**src/rtl/rate_lookup_pkg.sv**
```systemverilog
// Package: shared type definitions for the rate lookup engine.
// Assumes: nothing beyond IEEE 1800-2017 packed types.
package rate_lookup_pkg;

    // Scan controller state
    typedef enum logic [0:0] {
        ST_IDLE = 1'b0,
        ST_SCAN = 1'b1
    } scan_state_t;

    // Query mode as driven on the q_round pin
    typedef enum logic [0:0] {
        QM_EXACT = 1'b0,
        QM_ROUND = 1'b1
    } query_mode_t;

endpackage

```
**src/rtl/rate_table_store.sv**
```systemverilog
// Module: rate_table_store
// Holds DEPTH rows of packed entries. Rows are written through one indexed
// write port and read combinationally through one index.
// Assumes: the entry rate sits in the top RATE_W bits of a row. All rows
// clear to zero on reset, which leaves the table empty.
module rate_table_store #(
    parameter int DEPTH   = 16,
    parameter int ENTRY_W = 67,
    parameter int IDX_W   = $clog2(DEPTH)
) (
    input  logic               clk,
    input  logic               rst_n,
    input  logic               wr_en,
    input  logic [IDX_W-1:0]   wr_idx,
    input  logic [ENTRY_W-1:0] wr_data,
    input  logic [IDX_W-1:0]   rd_idx,
    output logic [ENTRY_W-1:0] rd_data
);

    logic [ENTRY_W-1:0] rows [DEPTH];

    generate
        for (genvar g = 0; g < DEPTH; g++) begin : g_row
            // Per-row storage: clear on reset, load when this row is addressed
            always_ff @(posedge clk) begin
                if (!rst_n) begin
                    rows[g] <= '0;
                end else if (wr_en && (wr_idx == IDX_W'(g))) begin
                    rows[g] <= wr_data;
                end
            end
        end
    endgenerate

    // Read port: select the row under scan
    always_comb begin
        rd_data = rows[rd_idx];
    end

endmodule

```
**src/rtl/rate_entry_cmp.sv**
```systemverilog
// Module: rate_entry_cmp
// Compares one row's rate with the captured request. It reports whether the
// row ends the list, matches exactly, or fits under the request.
// Assumes: unsigned rates, and a zero rate means end of list.
module rate_entry_cmp #(
    parameter int RATE_W = 32
) (
    input  logic [RATE_W-1:0] row_rate,
    input  logic [RATE_W-1:0] want_rate,
    output logic              is_end,
    output logic              is_eq,
    output logic              is_le
);

    // Relational decode of the current row against the request
    always_comb begin
        is_end = (row_rate == '0);
        is_eq  = (row_rate == want_rate);
        is_le  = (row_rate <= want_rate);
    end

endmodule

```
**src/rtl/rate_scan_ctrl.sv**
```systemverilog
// Module: rate_scan_ctrl
// Sequences one query over the table, one row per clock. It keeps the previous
// row so that a rounding query can clamp to it, and registers the result,
// which is shown with a one-cycle done pulse.
// Assumes: rows are in non-increasing rate order. A start pulse is only taken
// while idle.
module rate_scan_ctrl
    import rate_lookup_pkg::*;
#(
    parameter int DEPTH   = 16,
    parameter int RATE_W  = 32,
    parameter int ENTRY_W = 67,
    parameter int IDX_W   = $clog2(DEPTH)
) (
    input  logic               clk,
    input  logic               rst_n,
    input  logic               start,
    input  logic               round_mode,
    input  logic [RATE_W-1:0]  req_rate,
    input  logic [ENTRY_W-1:0] row,
    output logic [IDX_W-1:0]   rd_idx,
    output logic               busy,
    output logic               done,
    output logic               hit,
    output logic               err,
    output logic [ENTRY_W-1:0] res
);

    localparam int            RATE_LSB = ENTRY_W - RATE_W;
    localparam logic [IDX_W-1:0] LAST_IDX = IDX_W'(DEPTH - 1);

    scan_state_t        state_q;
    logic [IDX_W-1:0]   idx_q;
    logic [RATE_W-1:0]  req_q;
    query_mode_t        mode_q;
    logic [ENTRY_W-1:0] prev_q;
    logic               done_q, hit_q, err_q;
    logic [ENTRY_W-1:0] res_q;

    logic               row_end, row_eq, row_le;
    logic               at_last, at_first;
    logic               fin;
    logic               fin_hit, fin_err;
    logic [ENTRY_W-1:0] fin_res;

    rate_entry_cmp #(.RATE_W(RATE_W)) u_cmp (
        .row_rate  (row[ENTRY_W-1:RATE_LSB]),
        .want_rate (req_q),
        .is_end    (row_end),
        .is_eq     (row_eq),
        .is_le     (row_le)
    );

    // Position flags for the row under scan
    always_comb begin
        at_last  = (idx_q == LAST_IDX);
        at_first = (idx_q == '0);
    end

    // Decide whether this row ends the search, and with which result
    always_comb begin
        fin     = 1'b0;
        fin_hit = 1'b0;
        fin_err = 1'b0;
        fin_res = '0;
        if (mode_q == QM_EXACT) begin
            if (row_end) begin
                fin = 1'b1;
            end else if (row_eq) begin
                fin     = 1'b1;
                fin_hit = 1'b1;
                fin_res = row;
            end else if (at_last) begin
                fin = 1'b1;
            end
        end else begin
            if (row_end) begin
                fin = 1'b1;
                if (at_first) begin
                    fin_err = 1'b1;
                end else begin
                    fin_res = prev_q;
                end
            end else if (row_le) begin
                fin     = 1'b1;
                fin_hit = 1'b1;
                fin_res = row;
            end else if (at_last) begin
                fin     = 1'b1;
                fin_res = row;
            end
        end
    end

    // Control state: accept a query, step through rows, latch the result
    always_ff @(posedge clk) begin
        if (!rst_n) begin
            state_q <= ST_IDLE;
            idx_q   <= '0;
            req_q   <= '0;
            mode_q  <= QM_EXACT;
            prev_q  <= '0;
            done_q  <= 1'b0;
            hit_q   <= 1'b0;
            err_q   <= 1'b0;
            res_q   <= '0;
        end else begin
            done_q <= 1'b0;
            case (state_q)
                ST_IDLE: begin
                    if (start) begin
                        state_q <= ST_SCAN;
                        idx_q   <= '0;
                        req_q   <= req_rate;
                        mode_q  <= query_mode_t'(round_mode);
                        prev_q  <= '0;
                    end
                end
                ST_SCAN: begin
                    if (fin) begin
                        state_q <= ST_IDLE;
                        done_q  <= 1'b1;
                        hit_q   <= fin_hit;
                        err_q   <= fin_err;
                        res_q   <= fin_res;
                    end else begin
                        idx_q  <= idx_q + IDX_W'(1);
                        prev_q <= row;
                    end
                end
                default: state_q <= ST_IDLE;
            endcase
        end
    end

    // Output drive
    always_comb begin
        rd_idx = idx_q;
        busy   = (state_q == ST_SCAN);
        done   = done_q;
        hit    = hit_q;
        err    = err_q;
        res    = res_q;
    end

    AST_DONE_ONE_CYCLE: assert property (@(posedge clk) disable iff (!rst_n)
        done |=> !done);
    AST_DONE_NOT_BUSY: assert property (@(posedge clk) disable iff (!rst_n)
        done |-> !busy);
    AST_START_TAKES: assert property (@(posedge clk) disable iff (!rst_n)
        (!busy && start) |=> busy);
    AST_START_IGNORED: assert property (@(posedge clk) disable iff (!rst_n)
        (busy && start) |=> ($stable(req_q) && $stable(mode_q)));
    AST_RESULT_HELD: assert property (@(posedge clk) disable iff (!rst_n)
        !done |-> $stable({hit, err, res}));
    AST_ERR_EMPTY: assert property (@(posedge clk) disable iff (!rst_n)
        err |-> (!hit && res == '0));
    AST_HIT_NOT_ERR: assert property (@(posedge clk) disable iff (!rst_n)
        !(hit && err));

endmodule

```
**src/rtl/pll_rate_lookup.sv**
```systemverilog
// Module: pll_rate_lookup
// Top level of the rate table lookup engine. It packs the write fields into a
// row, keeps the rows in a store and runs exact or rounding searches through
// the scan controller.
// Assumes: software keeps rows in non-increasing rate order with a zero-rate
// terminator, and does not write rows during a search.
module pll_rate_lookup #(
    parameter int DEPTH  = 16,
    parameter int RATE_W = 32,
    parameter int REF_W  = 6,
    parameter int OD_W   = 4,
    parameter int FB_W   = 13,
    parameter int BW_W   = 12,
    parameter int IDX_W  = $clog2(DEPTH)
) (
    input  logic              clk,
    input  logic              rst_n,
    input  logic              tbl_wr_en,
    input  logic [IDX_W-1:0]  tbl_wr_idx,
    input  logic [RATE_W-1:0] tbl_wr_rate,
    input  logic [REF_W-1:0]  tbl_wr_refdiv,
    input  logic [OD_W-1:0]   tbl_wr_outdiv,
    input  logic [FB_W-1:0]   tbl_wr_fbmul,
    input  logic [BW_W-1:0]   tbl_wr_bwadj,
    input  logic              q_start,
    input  logic              q_round,
    input  logic [RATE_W-1:0] q_rate,
    output logic              busy,
    output logic              done,
    output logic              hit,
    output logic              err,
    output logic [RATE_W-1:0] r_rate,
    output logic [REF_W-1:0]  r_refdiv,
    output logic [OD_W-1:0]   r_outdiv,
    output logic [FB_W-1:0]   r_fbmul,
    output logic [BW_W-1:0]   r_bwadj
);

    localparam int ENTRY_W = RATE_W + REF_W + OD_W + FB_W + BW_W;

    logic [ENTRY_W-1:0] wr_row;
    logic [ENTRY_W-1:0] rd_row;
    logic [ENTRY_W-1:0] res_row;
    logic [IDX_W-1:0]   scan_idx;

    // Row packing: rate in the top bits, then the four settings
    always_comb begin
        wr_row = {tbl_wr_rate, tbl_wr_refdiv, tbl_wr_outdiv, tbl_wr_fbmul, tbl_wr_bwadj};
    end

    rate_table_store #(
        .DEPTH   (DEPTH),
        .ENTRY_W (ENTRY_W),
        .IDX_W   (IDX_W)
    ) u_store (
        .clk     (clk),
        .rst_n   (rst_n),
        .wr_en   (tbl_wr_en),
        .wr_idx  (tbl_wr_idx),
        .wr_data (wr_row),
        .rd_idx  (scan_idx),
        .rd_data (rd_row)
    );

    rate_scan_ctrl #(
        .DEPTH   (DEPTH),
        .RATE_W  (RATE_W),
        .ENTRY_W (ENTRY_W),
        .IDX_W   (IDX_W)
    ) u_scan (
        .clk        (clk),
        .rst_n      (rst_n),
        .start      (q_start),
        .round_mode (q_round),
        .req_rate   (q_rate),
        .row        (rd_row),
        .rd_idx     (scan_idx),
        .busy       (busy),
        .done       (done),
        .hit        (hit),
        .err        (err),
        .res        (res_row)
    );

    // Result unpacking back into named fields
    always_comb begin
        {r_rate, r_refdiv, r_outdiv, r_fbmul, r_bwadj} = res_row;
    end

endmodule

```
**config.mk**
```make
export PLATFORM = sky130hd
export DESIGN_NAME = pll_rate_lookup
export DESIGN_NICKNAME = d
export VERILOG_FILES = /design/src/rtl/rate_lookup_pkg.sv /design/src/rtl/rate_table_store.sv /design/src/rtl/rate_entry_cmp.sv /design/src/rtl/rate_scan_ctrl.sv /design/src/rtl/pll_rate_lookup.sv
export SDC_FILE = /design/constraint.sdc
export NUM_CORES = 2
export LEC_CHECK = 0
export BUFFER_PORTS_ARGS = -buffer_cell sky130_fd_sc_hd__buf_4
export CAP_MARGIN = 20
export CORE_UTILIZATION = 34
export CTS_CLUSTER_SIZE = 14
export DETAILED_ROUTE_END_ITERATION = 16
export GPL_ROUTABILITY_DRIVEN = 0
export HOLD_SLACK_MARGIN = 0.12
export SKIP_CTS_REPAIR_TIMING = 1
export SLEW_MARGIN = 20
export SYNTH_ARGS = -nofsm -noshare
export SYNTH_HDL_FRONTEND = slang
export SYNTH_SLANG_ARGS = --single-unit
```
**constraint.sdc**
```tcl
create_clock -name clk -period 6.85 [get_ports clk]
set_input_delay 0.3425 -clock clk [delete_from_list [all_inputs] [get_ports clk]]
set_output_delay 0.3425 -clock clk [all_outputs]
set_load 0.05 [all_outputs]
```
After elaboration in Yosys (flattened, before gate mapping)
Memories as Yosys holds them, arrays and structs flattened. A register that Yosys moved wholly into a read port is not among the register bits.
Cells that the tools add are included.
{"block": "op_classes", "n_addsub": 1, "n_lt_le_gt_ge": 1, "n_eq_ne": 19, "mux": 98, "bitwise": 17, "reduce_logical": 23}
{"operator": "67-bit 2-to-1 mux", "count": 25}
{"operator": "67-bit one-hot mux with 2 select lines", "count": 1}
{"operator": "1-bit 2-to-1 mux", "count": 66}
{"operator": "4-bit equality test (second input constant)", "count": 9}
{"operator": "32-bit equality test", "count": 1}
{"operator": "32-bit less-or-equal comparator", "count": 1}
{"operator": "32-bit logical NOT", "count": 1}
{"operator": "4-bit by 3-bit equality test with 1-bit output (second input constant)", "count": 4}
{"operator": "1-bit logical AND", "count": 16}
{"operator": "4-bit 2-to-1 mux", "count": 4}
{"operator": "1-bit bitwise OR", "count": 16}
{"operator": "4-bit by 2-bit equality test with 1-bit output (second input constant)", "count": 2}
{"operator": "4-bit logical NOT", "count": 2}
{"operator": "4-bit one-hot mux with 2 select lines", "count": 1}
{"operator": "2-bit AND reduction", "count": 4}
{"operator": "4-bit by 1-bit adder with 4-bit output (second input constant)", "count": 1}
{"operator": "4-bit by 1-bit equality test with 1-bit output (second input constant)", "count": 1}
{"operator": "2-bit inequality test (second input constant)", "count": 2}
{"operator": "1-bit one-hot mux with 2 select lines", "count": 1}
{"operator": "1-bit inverter", "count": 1}
{"block": "totals", "register_bits": 175, "mem_bits_rw": 1072, "output_inout_bits": 71, "word_cells": 169, "memories": 1}
{"memory": "u_store.rows", "words": 16, "word_bits": 67, "read_ports": 1, "rd_ports_with_merged_regs": 1, "wr": 16, "line_no": "rate_table_store.sv:20", "rtl": "logic [ENTRY_W-1:0] rows [DEPTH];"}

Depth between registers and ports, before layout
{"block": "depth", "word_depth": 9, "ltp_mapped": 21}

Cells and area by module
From an unflattened synthesis, not the netlist that was laid out.
{"block": "hier_totals", "cells_unflattened": 3820, "area_unflattened_um2": 55791.0}
{"mod": "rate_table_store", "instances": 1, "cells_per_inst": 2932, "area_per_inst_um2": 47600.7, "seq_area_each_um2": 32190.9}
{"mod": "rate_scan_ctrl", "instances": 1, "cells_per_inst": 761, "area_per_inst_um2": 7294.5, "seq_area_each_um2": 3503.4}
{"mod": "rate_entry_cmp", "instances": 1, "cells_per_inst": 127, "area_per_inst_um2": 895.9, "seq_area_each_um2": 0.0}

Worst setup path after synthesis
No wires, ideal clock.
{"block": "synth_timing", "path_type": "in2reg", "from": "input port tbl_wr_idx[1]", "to": "memory u_store.rows[0][0], enable pin", "setup_time_ns": 0.585, "arrival_ns": 5.702, "path_slack_ns": 0.563, "path_stages": 3, "path_buffers": 1, "path_cell_list": "or3b_2 -> clkbuf_1 -> o21ai_0"}
{"item": "start: declaration", "line_no": "pll_rate_lookup.sv:19", "rtl": "input logic [IDX_W-1:0] tbl_wr_idx,"}
{"item": "end: declaration", "line_no": "rate_table_store.sv:20"}

==> impl_metrics.json <==
{
  "period_share": 0.819,
  "synth.area.top_cells": "edfxtp_1 (58%), and2_1 (12%), mux4_2 (11%), dfxtp_1 (6.4%), clkbuf_1 (1.8%)",
  "pwr_density_cell_mw_per_mm2": 272,
  "detail_route.drc_violations": 0,
  "p_sw_mw": 4.14,
  "crit_path_start_kind": "register",
  "period_needed_ps": 5610,
  "grt.total_usage": 0.209,
  "area_growth_pct": 17.0,
  "cts_tree": "yes",
  "htreeDepth": 4,
  "first_pass_iters": 6,
  "gr-total-overflow": 0,
  "p_comb_frac": 0.086,
  "detail_route.vias_per_cell": 5.32,
  "async_reset_ff_frac": 0,
  "slew_headroom": 0.291,
  "holdWs_ps": 162,
  "syn-instance-count": 3842,
  "p_clk_frac": 0.417,
  "synth_top_area_share": 0.577,
  "num_vias": 33600,
  "end_kind": "register",
  "synth_area_per_cell_um2": 14.5,
  "final_area_mm2": 0.0652,
  "leakagePower_nw": 22.3,
  "placed_cell_area_mm2": 0.0597,
  "clk_latency_ps": 770,
  "finalMaxSlewViolations": 0,
  "max_stage_delay_ps": 810,
  "top_level_ports": 179,
  "yosysWarnings": 0,
  "path_class": "reg -> reg",
  "core_area_mm2": 0.163,
  "synth.net_count": 3984,
  "crit_buf_inv": 2,
  "wl_um": 173000,
  "worst_pin_slew_ps": 1060,
  "ys_seq_area_frac": 0.642,
  "synth.distinct_cells": 57,
  "die_area_mm2": 0.166,
  "synthXorXnorAreaFrac": 0,
  "cp_top_family": "compound AO/OA/AOI/OAI gates",
  "cts.sinks": 1251,
  "synth-compound-area-share": 0.0475,
  "synth_top_family_by_area": "simple AND/OR/NAND/NOR gates",
  "dr.max_layer_used": "met5",
  "pwr-share-seq": 0.497,
  "pre_cts_slack_ps": 1460,
  "synth-seq-cells": 1251,
  "antenna_found_initial": 19,
  "portBuffers": 178,
  "grt_pass1_wl_um": 245000,
  "vdd_ir_drop_max_v": 0.000232,
  "cp.arrival_ps": 6300,
  "nets": 4166,
  "fmax_ghz": 0.178,
  "final_util": 0.401,
  "numCtsBuffers": 135,
  "postRouteAntennaNets": 0,
  "critPathSlowestCell": "o21a_2",
  "die_h_um": 407,
  "start_util": 0.342,
  "rsz0062_at_grt": "false",
  "setup_viol_count_final": 0,
  "synth-edff-count": 1072,
  "grt_max_degree": 100,
  "synth_top_cell_by_area": "edfxtp_1",
  "worst_slack_ps": 1240,
  "wire_per_inst_um": 27.5,
  "path_cells": "buf_12 -> mux4_2 -> a22o_1 -> a221oi_1 -> inv_1 -> ha_1 -> nand4_1 -> nor4_1 -> nand3_1 -> nand2_1 -> a2bb2oi_1 -> o21a_2 -> a22oi_1 -> o21ai_1",
  "sw_frac_of_total": 0.233,
  "layout.cells.non_filler": 6313,
  "synthMuxAreaShare": 0.124,
  "hpwlAfterDp_um": 101000,
  "drive_above_1_share": 0.195,
  "finalHoldViolCount": 0,
  "path_max_fanout": 35,
  "grt_pass1_vias": 32700,
  "skew_ps": 27.4,
  "status": "completed",
  "worstRegToRegCells": 14,
  "worst_ep_required_time_ps": 7540,
  "m1WireLength_um": 72900,
  "route.met2.wl_um": 81600,
  "n_fill_cell": 14700,
  "hp-class": "in -> reg",
  "tns_ps": 0,
  "netlist_area_mm2": 0.0557,
  "synth-main-ff-cell": "edfxtp_1",
  "path_clk_slew_ps": 60,
  "drt-initial-drc-count": 4141,
  "finalPower_mw": 17.8,
  "yosys.area_share.adder": 0.00763,
  "final_common_cell": "and2_1",
  "holdPathStages": 4,
  "dp_cells": 5956,
  "cp.depth": 14,
  "root_buffer": "clkbuf_16",
  "layout_common_cells": "and2_1 (1076), edfxtp_1 (1072), mux4_2 (279)",
  "rows": 148,
  "wl_met3_um": 15400,
  "clockBufferDepth": 3,
  "synth-simple-area-share": 0.151,
  "cap_violations": 0,
  "die_w_um": 407,
  "intPower_mw": 13.6
}
[power by group through the flow]
stage | Clock, mW | Sequential [mW] | Combinational [mW]
after floorplan | 0 | 8.98 | 0.901
after global placement | 0 | 8.97 | 1.47
after detailed placement | 0 | 8.99 | 1.47
after CTS | 7.50 | 8.83 | 1.48
after global routing | 7.78 | 8.86 | 1.63
final | 7.42 | 8.83 | 1.53
[flip-flops by register name, indices dropped and copies added, names as in the netlist, named ones only]
register and count:
u_scan.busy 1, u_scan.done 1, u_scan.err 1, u_scan.hit 1, u_scan.mode_q 1, u_scan.prev_q 67
u_scan.rd_idx 4, u_scan.req_q 32, u_scan.res 67, u_store.rows 1072
[worst paths after layout]
check	startpoint	to	slack [ps]
max	register	u_scan.res[7]$_SDFFE_PN0P_	1240
min	q_start	u_scan.req_q[26]$_SDFFE_PN0P_	160
max reg2reg	register	u_scan.res[7]$_SDFFE_PN0P_	1240
min reg2reg	u_scan.res[47]$_SDFFE_PN0P_	u_scan.res[47]$_SDFFE_PN0P_	450
[worst min-delay path, stage by stage]
cell and delay (ps):
buf_4 120, nor2b_2 250, nand2_1 100, a21boi_0 60
[layer usage]
metal,vias to the layer above,track usage
met5,-,0
met4,8,0.0479
met3,217,0.0528
met1,17400,0.286
li1,14400,-
met2,1509,0.331
[synthesized netlist by cell type (3+ instances only)]
cell type / number
and2_1: 1076
edfxtp_1: 1072
mux4_2: 279
clkbuf_1: 265
nand2_1: 217
dfxtp_1: 179
a22oi_1: 94
nand3_1: 68
mux2i_1: 62
a21boi_1: 52
o21ai_1: 49
o21ai_0: 47
a21boi_0: 44
inv_1: 44
nor2_1: 40
buf_2: 39
ha_1: 34
a221oi_1: 27
buf_1: 17
o21a_1: 16
a21o_1: 14
buf_4: 14
and3_1: 9
nand4_1: 8
a21oi_1: 7
nor2b_1: 7
a22o_1: 5
nand2b_1: 4
nand3b_1: 4
a41o_1: 3
and4_1: 3
buf_6: 3
mux2_2: 3
nor3_1: 3
nor4_1: 3
o2111ai_1: 3
[cell type report]
type                    instances  area [um^2]  area share
clock buffers                 168         3670      0.0563
diodes                          6         15.0    0.000230
repair buffers                383         3340      0.0512
flip-flops and latches       1251        35800       0.549
clock inverters                77          776      0.0119
inverters                      45          171     0.00263
well taps                    2175         2720      0.0417
multi-input cells            2208        18800       0.287
[kinds of logic after synthesis]
family / Yosys count
and+or+nand+nor: 1453
AOI/OAI and AO/OA: 377
muxes: 344
adders and majority gates: 34
DFF: 1251
buffers and inverters: 383
Note: power is estimated with default switching activity, not from simulation.
